==> config.mk <==
export PLATFORM = sky130hd
export DESIGN_NAME = kcf_top
export DESIGN_NICKNAME = d
export VERILOG_FILES = /design/src/rtl/kcf_pkg.sv /design/src/rtl/kcf_modk_counter.sv /design/src/rtl/kcf_top.sv
export SDC_FILE = /design/constraint.sdc
export NUM_CORES = 1
export LEC_CHECK = 0
export ABC_CLOCK_PERIOD_IN_PS = 2900
export BUFFER_PORTS_ARGS = -buffer_cell sky130_fd_sc_hd__buf_2
export CORE_AREA = 2 2 39 41
export CTS_CLUSTER_DIAMETER = 50
export CTS_CLUSTER_SIZE = 12
export DETAILED_ROUTE_END_ITERATION = 16
export DIE_AREA = 0 0 41 43
export PLACE_DENSITY = 0.48
export SLEW_MARGIN = 20
export SYNTH_ARGS = -nofsm -noshare
export SYNTH_HDL_FRONTEND = slang
export SYNTH_SLANG_ARGS = --single-unit
==> constraint.sdc <==
create_clock -name clk -period 2.9 [get_ports clk]
set_input_delay 0.29 -clock clk [delete_from_list [all_inputs] [get_ports clk]]
set_output_delay 0.29 -clock clk [all_outputs]
set_load 0.01 [all_outputs]
==> src/rtl/kcf_pkg.sv <==
// Package: shared definitions for the carry/borrow loop filter.
// Assumes: counter widths are set by the LOG2_K parameter of the top.
package kcf_pkg;
    // Index of each counter within the filter's counter pair.
    localparam int unsigned IDX_UP   = 0;
    localparam int unsigned IDX_DOWN = 1;
    localparam int unsigned N_CNT    = 2;
endpackage

==> src/rtl/kcf_modk_counter.sv <==
// Module: modulus-2**LOG2_K counter that advances only when enabled.
// It wraps from K-1 to 0 and flags the wrap cycle combinationally.
// Assumes: synchronous active-low reset; LOG2_K in 2..16.
module kcf_modk_counter #(
    parameter int unsigned LOG2_K = 4
) (
    input  logic clk,
    input  logic rst_n,
    input  logic en,
    output logic wrap
);
    localparam logic [LOG2_K-1:0] TOP = {LOG2_K{1'b1}};

    logic [LOG2_K-1:0] cnt_q;

    // Count state: cleared in reset, advanced by one when enabled.
    always_ff @(posedge clk) begin
        if (!rst_n)  cnt_q <= '0;
        else if (en) cnt_q <= cnt_q + 1'b1;
    end

    // Wrap flag: high in the cycle where the enabled count is at K-1.
    always_comb wrap = rst_n && en && (cnt_q == TOP);

    // an enabled count at K-1 must be zero after the edge.
    p_wrap_to_zero_r4: assert property (@(posedge clk) disable iff (!rst_n)
        (en && cnt_q == TOP) |=> (cnt_q == '0));

    // an idle counter holds its value.
    p_idle_hold_r2: assert property (@(posedge clk) disable iff (!rst_n)
        (!en && $past(rst_n)) |=> $stable(cnt_q));
endmodule

==> src/rtl/kcf_top.sv <==
// Module: loop filter made of two modulus-K counters steered by a
// direction bit. The up counter emits carry pulses and the down counter
// emits borrow pulses.
// Assumes: K = 2**LOG2_K with LOG2_K in 2..16; synchronous active-low reset.
module kcf_top #(
    parameter int unsigned LOG2_K = 4
) (
    input  logic clk,
    input  logic rst_n,
    input  logic dir_up,
    output logic carry,
    output logic borrow
);
    import kcf_pkg::*;

    logic [N_CNT-1:0] en_v;
    logic [N_CNT-1:0] wrap_v;

    // Steering: the direction bit enables exactly one counter.
    always_comb begin
        en_v           = '0;
        en_v[IDX_UP]   = dir_up;
        en_v[IDX_DOWN] = !dir_up;
    end

    // The pair of identical counters.
    for (genvar g = 0; g < N_CNT; g++) begin : g_cnt
        kcf_modk_counter #(.LOG2_K(LOG2_K)) cnt_i (
            .clk   (clk),
            .rst_n (rst_n),
            .en    (en_v[g]),
            .wrap  (wrap_v[g])
        );
    end

    // Output mapping from counter wrap flags to the pulse outputs.
    always_comb begin
        carry  = wrap_v[IDX_UP];
        borrow = wrap_v[IDX_DOWN];
    end

    // both outputs quiet while reset is asserted.
    p_reset_quiet_r1: assert property (@(posedge clk)
        !rst_n |-> (!carry && !borrow));

    // carry and borrow never coincide.
    p_exclusive_r6: assert property (@(posedge clk) disable iff (!rst_n)
        !(carry && borrow));

    // a carry pulse lasts one cycle.
    p_carry_single_r6: assert property (@(posedge clk) disable iff (!rst_n)
        carry |=> !carry);

    // a borrow pulse lasts one cycle.
    p_borrow_single_r6: assert property (@(posedge clk) disable iff (!rst_n)
        borrow |=> !borrow);
endmodule

; ---- Word-level counts from Yosys, hierarchy flattened
; Index checks and enable logic that the tools add are counted.
[op_classes]
add_sub_neg = 2
n_mul = 0
n_div = 0
n_lt_le_gt_ge = 0
n_eq_ne = 2
n_shift = 0
muxes = 0
bitwise_logic = 0
n_reduce_logical = 5
[op_table]
columns = operator, n
row1 = "4-bit by 1-bit adder with 4-bit output, second input constant", 2
row2 = "4-bit == test, second input constant", 2
row3 = 1-bit logical AND, 4
row4 = 1-bit logical NOT, 1
[totals]
reg_bits = 8
latch_bits = 0
ramBits = 0
romBits = 0
elab_cells = 11
n_memories = 0

; ---- Logic depth before layout (Yosys ltp)
; Gate-level depths: netlist (run 1).
[depth]
depth_word = 3
mapped_depth = 4
mapped_depth_nobuf = 4

; ---- Cells and area by module
; A second synthesis (run 1) with hierarchy kept.
[unflattened]
hier_cells = 39
area_unflattened_um2 = 381.6
[by_module_without_submodules]
columns = mod, n_inst, cells_per_inst, area_per_inst_um2
row1 = kcf_modk_counter, 2, 19, 188.9
row2 = kcf_top, 1, 1, 3.8

; ---- Worst setup path before layout (run 1)
; Ideal clock, no wire load.
[synth_path]
path_kind = register to output
from = register g_cnt[1].cnt_i.cnt_q[0]
to = output borrow
arrival_time_ns = 0.830
t_required_ns = 2.610
path_slack_ns = 1.780
path_stages_with_launch = 4
path_cell_list = dfxtp_1 -> ha_1 -> nand2b_4 -> nor2_1
[synth_between]
elab_chain_len = 2
[synth_lines]
columns = element, line_no
row1 = "start, declared", kcf_modk_counter.sv:14  ; logic [LOG2_K-1:0] cnt_q;
row2 = "start signal, assigned", kcf_modk_counter.sv:19  ; else if (en) cnt_q <= cnt_q + 1'b1;
row3 = 4-bit == test, kcf_modk_counter.sv:23  ; always_comb wrap = rst_n && en && (cnt_q == TOP);
row4 = 1-bit logical AND, kcf_modk_counter.sv:23
row5 = "end, declared", kcf_top.sv:12  ; output logic borrow
; Every way passes these cells.

; ---- Final worst setup path (run 1)
; Ends and elaborated chain as after synthesis.

==> metrics.md, run 1 <==
| Metric | Value |
|---|---|
| Status | `finished, final reports clean` |
| Worst skew pair latency | `0.25 ns` |
| Worst endpoint required time | `2.61 ns` |
| Util after Layout | `31.7%` |
| Period minus WS final | `1.50 ns` |
| Max Slew Vio Count | `0` |
| Critical Path Fanout Max | `3` |
| Post-Syn Area per Cell | `10.8 µm²` |
| Final wirelength | `654 µm` |
| Endpoints failing hold | `0` |
| CP arrival | `1.21 ns` |
| PortBufs | `4` |
| Top cell type's share of synthesized area | `41.3%` |
| Core area | `1380 µm²` |
| Iter 0 DRT Violations | `4` |
| Layout fillers | `147` |
| TritonCTS clock tree | `built` |
| Resized cells post-CTS | `0` |
| Number of core rows | `14` |
| Max incr delay on CP | `0.42 ns` |
| Post-CTS Setup Bufs | `0` |
| Largest net degree at the start of global routing | `11` |
| First-pass GRT wire length | `1160 µm` |
| Total area of sequential cells | `160 µm²` |
| Synth Cell Area | `388 µm²` |
| # IOs | `5` |
| Syn_nets | `41` |
| Inst Count DP | `55` |
| Power Density | `518 nW/µm²` |
| Peak VDD IR | `189 µV` |
| P_leak | `0.000209 µW` |
| Number of hold buffers added after CTS | `0` |
| Cells after Synth | `36` |
| Post-synth top area cell | `dfxtp_1` |
| Hpwl dp | `535 µm` |
| Worst-path cell chain | `ha_1, nand2b_4, nor2_1, buf_2` |
| Synth unique cells | `14` |
| Final Power | `228 µW` |
| Root buffer cell | `clkbuf_4` |
| Top cells by area in the synthesized netlist | `dfxtp_1, xnor2_1, and2_1, ha_1, nand4b_4` |
| Vias in the first global route | `275` |
| Reg with most FFs | `g_cnt.cnt_i.cnt_q` |
| Vias per cell | `4.45` |
| Max cap viols | `0` |
| Yosys warning count | `0` |
| RSZ-0062 raised after global routing | `no` |
| RD Place Congestion | `0.604` |
| Least-Margin Pin Slew | `0.198 ns` |
| Final ANT Viol Nets | `0` |
| Non-Filler Instances | `58` |
| Layout Nets | `49` |
| All-layer global routing usage | `10.9%` |
| Fin crit share | `51.6%` |
| Worst hold slack | `0.358 ns` |
| DIE AREA | `1760 µm²` |
| Die span in y | `43 µm` |
| Clock transition at the registers of the reported paths | `0.05 ns` |
| Initial Utilization | `28.0%` |
| Final setup violation count | `0` |
| Synth-to-layout area growth | `13.2%` |
| Worst Setup End Kind | `primary output` |
| DR vias | `258` |
| Top Registers | `g_cnt.cnt_i.cnt_q x8` |
| Clock Skew | `0.00320 ns` |
| Crit path kind | `reg -> out` |
| Met2 usage | `16.9%` |
| Antenna violations before repair | `0` |
| DIE WIDTH | `41 µm` |
| Area of the multi-input gates | `216 µm²` |
| Synth Register Bits | `8` |
| Worst path slowest cell | `dfxtp_1` |
| Post-synthesis sequential area ratio | `41.3%` |
| DRC viols | `0` |
| Met3 global-route usage | `4.71%` |
| Share of cells above drive strength 1 | `21.4%` |
| CP startpoint kind | `flip-flop` |
| CTS buffer count | `3` |
| Slew HR | `86.8%` |
| Setup tns final | `0 ns` |
| Met1 Use GR | `10.7%` |
| Ant. Diodes | `0` |
| GR Overflow Total | `0` |
| Htree depth | `1` |
| Max Root-Sink Buffers | `2` |
| Commonest cells after routing, fill and taps aside | `dfxtp_1, and2_1, xnor2_1` |
| First-pass detailed-route iteration total | `2` |
| Commonest non-fill, non-tap cell in the layout | `dfxtp_1` |
| Highest clock rate | `669 MHz` |
| Avg WL per Cell | `11.3 µm` |
| Grt peak-use layer | `met2` |
| CTS Sinks | `8` |
| Hold Path Class | `in -> reg` |
| Max reg flops | `8` |
==> kinds of logic (layout without fill, tap and decap cells) <==
family | count (synthesis) | after routing | share of synthesized area (%)
xor+xnor | 6 | 6 | 13.5
buf+inv | 1 | 7 | 2.90
mux | 2 | 2 | 5.16
simple gates | 17 | 17 | 30.6
flops | 8 | 8 | 41.3
fa+ha+maj | 2 | 2 | 6.45
==> cells in the mapped netlist <==
master,number
nor2_1,2
mux2i_1,2
and2_1,6
xor2_1,1
dfxtp_1,8
nand3_1,2
buf_6,1
nand4b_4,1
ha_1,2
nand2b_4,1
xnor2_1,5
nand2_1,2
nand4_1,1
nor2b_1,2
==> worst max-delay path, delay by kind of cell, from the launching register on <==
kind / cells / cell delay, ns
flip-flops: 1 / 0.42
buffers and inverters: 1 / 0.13
AND/OR/NAND/NOR: 2 / 0.17
adder cells (fa/ha/maj): 1 / 0.24
==> power by group <==
part | leakage, µW | internal [µW] | total, µW | switching, µW
Clock | 0.0000138 | 47.2 | 83.0 | 35.7
Combinational | 0.000130 | 11.9 | 21.6 | 9.64
Sequential | 0.0000653 | 116 | 123 | 6.90
==> per-stage QoR <==
step,setup slack [ns],instance area [µm²]
floorplan,1.78,388
global route,1.29,439
detailed placement,1.65,417
CTS,1.37,439
finish,1.40,439
global placement,1.73,417
==> layout make-up <==
class,instances,area share [%]
clock buffers,3,5.13
well taps,16,4.56
repair buffers,4,4.56
multi-input cells,27,49.3
flip-flops and latches,8,36.5
==> per-layer routing <==
layer  vias up  part of all wire, %
met5         -                    0
li1        129                    -
met1       121                   37
met4         0                  2.4
met2         6                   56
met3         2                  5.2
==> final timing paths <==
path | endpoint | slack [ns] | startpoint | depth (start not counted)
setup / recovery | borrow | 1.40 | g_cnt[1].cnt_i.cnt_q[0] | 4
setup reg to reg | g_cnt[1].cnt_i.cnt_q[2] | 1.80 | g_cnt[1].cnt_i.cnt_q[0] | 4
hold reg to reg | g_cnt[0].cnt_i.cnt_q[1] | 0.54 | g_cnt[0].cnt_i.cnt_q[1] | 2
hold / removal | g_cnt[1].cnt_i.cnt_q[3] | 0.36 | rst_n | 2
(Power assumes the default switching activity.)
==> inputs of run 2 (changes only) <==
--- a/config.mk
+++ b/config.mk
@@ -5,14 +5,15 @@
 export SDC_FILE = /design/constraint.sdc
 export NUM_CORES = 1
 export LEC_CHECK = 0
-export ABC_CLOCK_PERIOD_IN_PS = 2900
+export ABC_AREA = 1
+export ABC_CLOCK_PERIOD_IN_PS = 1300
 export BUFFER_PORTS_ARGS = -buffer_cell sky130_fd_sc_hd__buf_2
 export CORE_AREA = 2 2 39 41
 export CTS_CLUSTER_DIAMETER = 50
 export CTS_CLUSTER_SIZE = 12
 export DETAILED_ROUTE_END_ITERATION = 16
 export DIE_AREA = 0 0 41 43
-export PLACE_DENSITY = 0.48
+export PLACE_DENSITY = 0.51
 export SLEW_MARGIN = 20
 export SYNTH_ARGS = -nofsm -noshare
 export SYNTH_HDL_FRONTEND = slang
==> constraint.sdc (replaced) <==
create_clock -name clk -period 1.3 [get_ports clk]
set_input_delay 0.13 -clock clk [delete_from_list [all_inputs] [get_ports clk]]
set_output_delay 0.13 -clock clk [all_outputs]
set_load 0.01 [all_outputs]
==> metrics.md, run 2 <==
| Metric | Value |
|---|---|
| Seq pwr share | `50.0% (-4.1 points)` |
| Cell family with most CP delay | `flip-flops` |
| All-layer global routing usage | `12.8% (+1.9 points)` |
| PortBufs | `4 (unchanged)` |
| P_leak | `0.000224 µW (+7.0%)` |
| Post-synth top cells | `nand2_1, dfxtp_1, a21oi_1, nor2_1` |
| First-pass GRT wire length | `1460 µm (+26%)` |
| DRC viols | `0 (unchanged)` |
| Synth-to-layout area growth | `27.8%` |
| Hold depth | `3 (+1)` |
| Worst skew pair latency | `0.26 ns (about the same)` |
| Fin crit share | `94.6%` |
| Post-Syn Area per Cell | `8.52 µm² (-21%)` |
| Final wirelength | `819 µm (+25%)` |
| Number of hold buffers added after CTS | `0 (unchanged)` |
| Area of the multi-input gates | `243 µm² (+12%)` |
| Clk network pwr share | `37.4% (+1.0 points)` |
| First-pass detailed-route iteration total | `4 (+2)` |
| Worst-path cell chain | `ha_2, nand3_1, nor3_2, buf_2` |
| Max incr delay on CP | `0.34 ns (-0.08 ns)` |
| Least-Margin Pin Slew | `0.317 ns (+0.118 ns)` |
| Worst endpoint required time | `1.17 ns (-1.44 ns)` |
| Final setup violation count | `0 (unchanged)` |
| Initial Utilization | `29.6% (+1.5 points)` |
| Core area | `1380 µm² (unchanged)` |
| Share of cells above drive strength 1 | `48.3% (+27 points)` |
| Highest clock rate | `813 MHz` |
| Vias in the first global route | `323 (+17%)` |
| RSZ-0062 raised after global routing | `yes` |
| CP arrival | `1.10 ns (-0.11 ns)` |
| Commonest non-fill, non-tap cell in the layout | `nand2_1` |
| Most common cell in the netlist | `nand2_1` |
| Die span in y | `43 µm (unchanged)` |
| Reg2Reg Depth | `5 (+1)` |
| DIE WIDTH | `41 µm (unchanged)` |
| Critical Path Fanout Max | `3 (unchanged)` |
| Post-synth top area cell | `dfxtp_1` |
| Worst path depth | `4 (unchanged)` |
| Sw Pwr | `142 µW (+170%)` |
| Top Registers | `g_cnt.cnt_i.cnt_q x8` |
| Power Density | `1020 nW/µm² (+97%)` |
| Hpwl dp | `545 µm (+1.9%)` |
| Clock Skew | `0.00822 ns (+0.00502 ns)` |
| Hold Path Class | `in -> reg` |
| # IOs | `5 (unchanged)` |
| Reg with most FFs | `g_cnt.cnt_i.cnt_q` |
| Ant. Diodes | `0 (unchanged)` |
| Htree depth | `1 (unchanged)` |
| Iter 0 DRT Violations | `2 (-2)` |
| Crit path kind | `reg -> out` |
| Max cap viols | `0 (unchanged)` |
| Post-synthesis sequential area ratio | `39.1% (-2.1 points)` |
| Clock transition at the registers of the reported paths | `0.06 ns (about the same)` |
| Largest net degree at the start of global routing | `10 (-1)` |
| Switching Fraction | `26.6% (+3.6 points)` |
| CP Buf/Inv Count | `1 (unchanged)` |
| DP Area | `438 µm² (+5.1%)` |
| GR Overflow Total | `0 (unchanged)` |
| Status | `finished, final reports clean` |
| Antenna violations before repair | `0 (unchanged)` |
| Avg WL per Cell | `11.1 µm (-1.8%)` |
| Final ANT Viol Nets | `0 (unchanged)` |
| Cells after Synth | `48 (+33%)` |
| CTS Sinks | `8 (unchanged)` |
| Place WS | `0.188 ns (-1.46 ns)` |
| TritonCTS clock tree | `built` |
| DIE AREA | `1760 µm² (unchanged)` |
| Slew HR | `78.9% (-7.9 points)` |
| Synth async-reset ratio | `0% (unchanged)` |
| RD Place Congestion | `0.643 (+6.6%)` |
| Vias per cell | `4.69 (+5.4%)` |
| Layout Nets | `65 (+33%)` |
| Total area of sequential cells | `168 µm² (+4.7%)` |
| Endpoints failing hold | `0 (unchanged)` |
| Peak VDD IR | `412 µV (+120%)` |
| CTS buffer count | `3 (unchanged)` |
| Max Root-Sink Buffers | `2 (unchanged)` |
| CP startpoint kind | `flip-flop` |
| Number of synthesized flops with an enable pin | `0 (unchanged)` |
| Int Pwr | `393 µW (+120%)` |
| Synth Cell Area | `409 µm² (+5.5%)` |
| Combinational share of power | `12.6% (+3.1 points)` |
| Number of core rows | `14 (unchanged)` |
| Yosys warning count | `0 (unchanged)` |
| Max Slew Vio Count | `0 (unchanged)` |
| Most used flip-flop cell after synthesis | `dfxtp_1` |
| Final WS setup | `0.0696 ns (-1.34 ns)` |
| Syn_nets | `53 (+29%)` |
| Max reg flops | `8 (unchanged)` |
| Root buffer cell | `clkbuf_4` |
| Final Power | `535 µW (+130%)` |
| Worst Setup End Kind | `primary output` |
| DR vias | `347 (+34%)` |
| Synth unique cells | `17 (+3)` |
| Top cells by area in the synthesized netlist | `dfxtp_1, nand2_1, ha_1, nand2_4, nor2_4` |
| Worst path slowest cell | `dfxtp_2` |
| Top cell type's share of synthesized area | `39.1% (-2.1 points)` |
| Final Cell Area | `523 µm² (+19%)` |
| Synth Register Bits | `8 (unchanged)` |
| Layout fillers | `148 (+0.68%)` |
| Period minus WS final | `1.23 ns` |
| Util after Layout | `37.8% (+6.1 points)` |
==> run 2: changes by cell type after synthesis, moves of 3 or more <==
cell / previous run / this run
nor3_1: 0 / 3
and2_1: 6 / 0
a21oi_1: 0 / 4
nand2_1: 2 / 9
inv_1: 0 / 3
xnor2_1: 5 / 0
==> run 2: cell families (layout without fill, tap and decap cells) <==
| kind of cell | after synthesis | after routing | share of synthesized area, % |
|---|---|---|---|
| AO/OA/AOI/OAI | 5 | 5 | 6.12 |
| flip-flops | 8 | 8 | 39.1 |
| adder cells (fa/ha/maj) | 2 | 2 | 6.12 |
| AND/OR/NAND/NOR | 26 | 26 | 34.9 |
| buffers and inverters | 5 | 15 | 7.65 |
| XOR/XNOR | 2 | 2 | 6.12 |
==> run 2: layout make-up <==
| class | count | area share (%) |
|---|---|---|
| clock buffers | 3 | 4.31 |
| repair buffers | 8 | 9.57 |
| inverters | 4 | 3.83 |
| well taps | 16 | 3.83 |
| flip-flops and latches | 8 | 32.1 |
| multi-input cells | 35 | 46.4 |
==> run 2: worst paths after layout <==
path                           start                 endpoint  slack (ns)
min                            rst_n  g_cnt[1].cnt_i.cnt_q[3]        0.12
min reg2reg  g_cnt[1].cnt_i.cnt_q[0]  g_cnt[1].cnt_i.cnt_q[0]        0.51
max          g_cnt[1].cnt_i.cnt_q[0]                   borrow        0.07
max reg2reg  g_cnt[1].cnt_i.cnt_q[1]  g_cnt[1].cnt_i.cnt_q[2]        0.32
==> run 2: repair_timing <==
item / in CTS / in global routing
pin swaps: 3 / 1
gates resized for setup: 6 / 4
endpoints found under the hold margin: 0 / 0
setup endpoints to repair: 2 / 2
setup buffers: 3 / 1
==> run 2: stage by stage <==
| stage | hold WS, ns | cells | setup TNS [ns] |
|---|---|---|---|
| 6_report | 0.123 | 74 | 0 |
| 5_1_grt | 0.119 | 74 | -0.0370 |
| 4_1_cts | 0.125 | 73 | 0 |
| 3_5_place_dp | 0.401 | 67 | 0 |
| 3_3_place_gp | 0.396 | 67 | 0 |
| 2_1_floorplan | 0.250 | 48 | 0 |
==> run 2: worst register-to-register path: stages, from the launching register on <==
cell and delay, ns:
dfxtp_2 0.33, ha_2 0.18, buf_4 0.14, nand2_4 0.06
xor2_2 0.14, nor2_2 0.04
==> run 2: routing by layer <==
layer	vias to the layer above	share of wire [%]	GRT usage [%]	wire [µm]
met5	-	0	0	0
met4	0	0.37	2.00	3
met3	2	6.5	9.42	53
met2	8	49	16.9	400
met1	161	44	16.9	362
li1	176	-	-	-
==> run 2: power by group through the flow <==
stage	logic, µW	registers (µW)	clock network (µW)
final	67.2	267	200
after global routing	75.3	269	226
after CTS	63.0	266	205
after detailed placement	50.2	272	0
after global placement	50.0	271	0
after floorplan	42.5	270	0
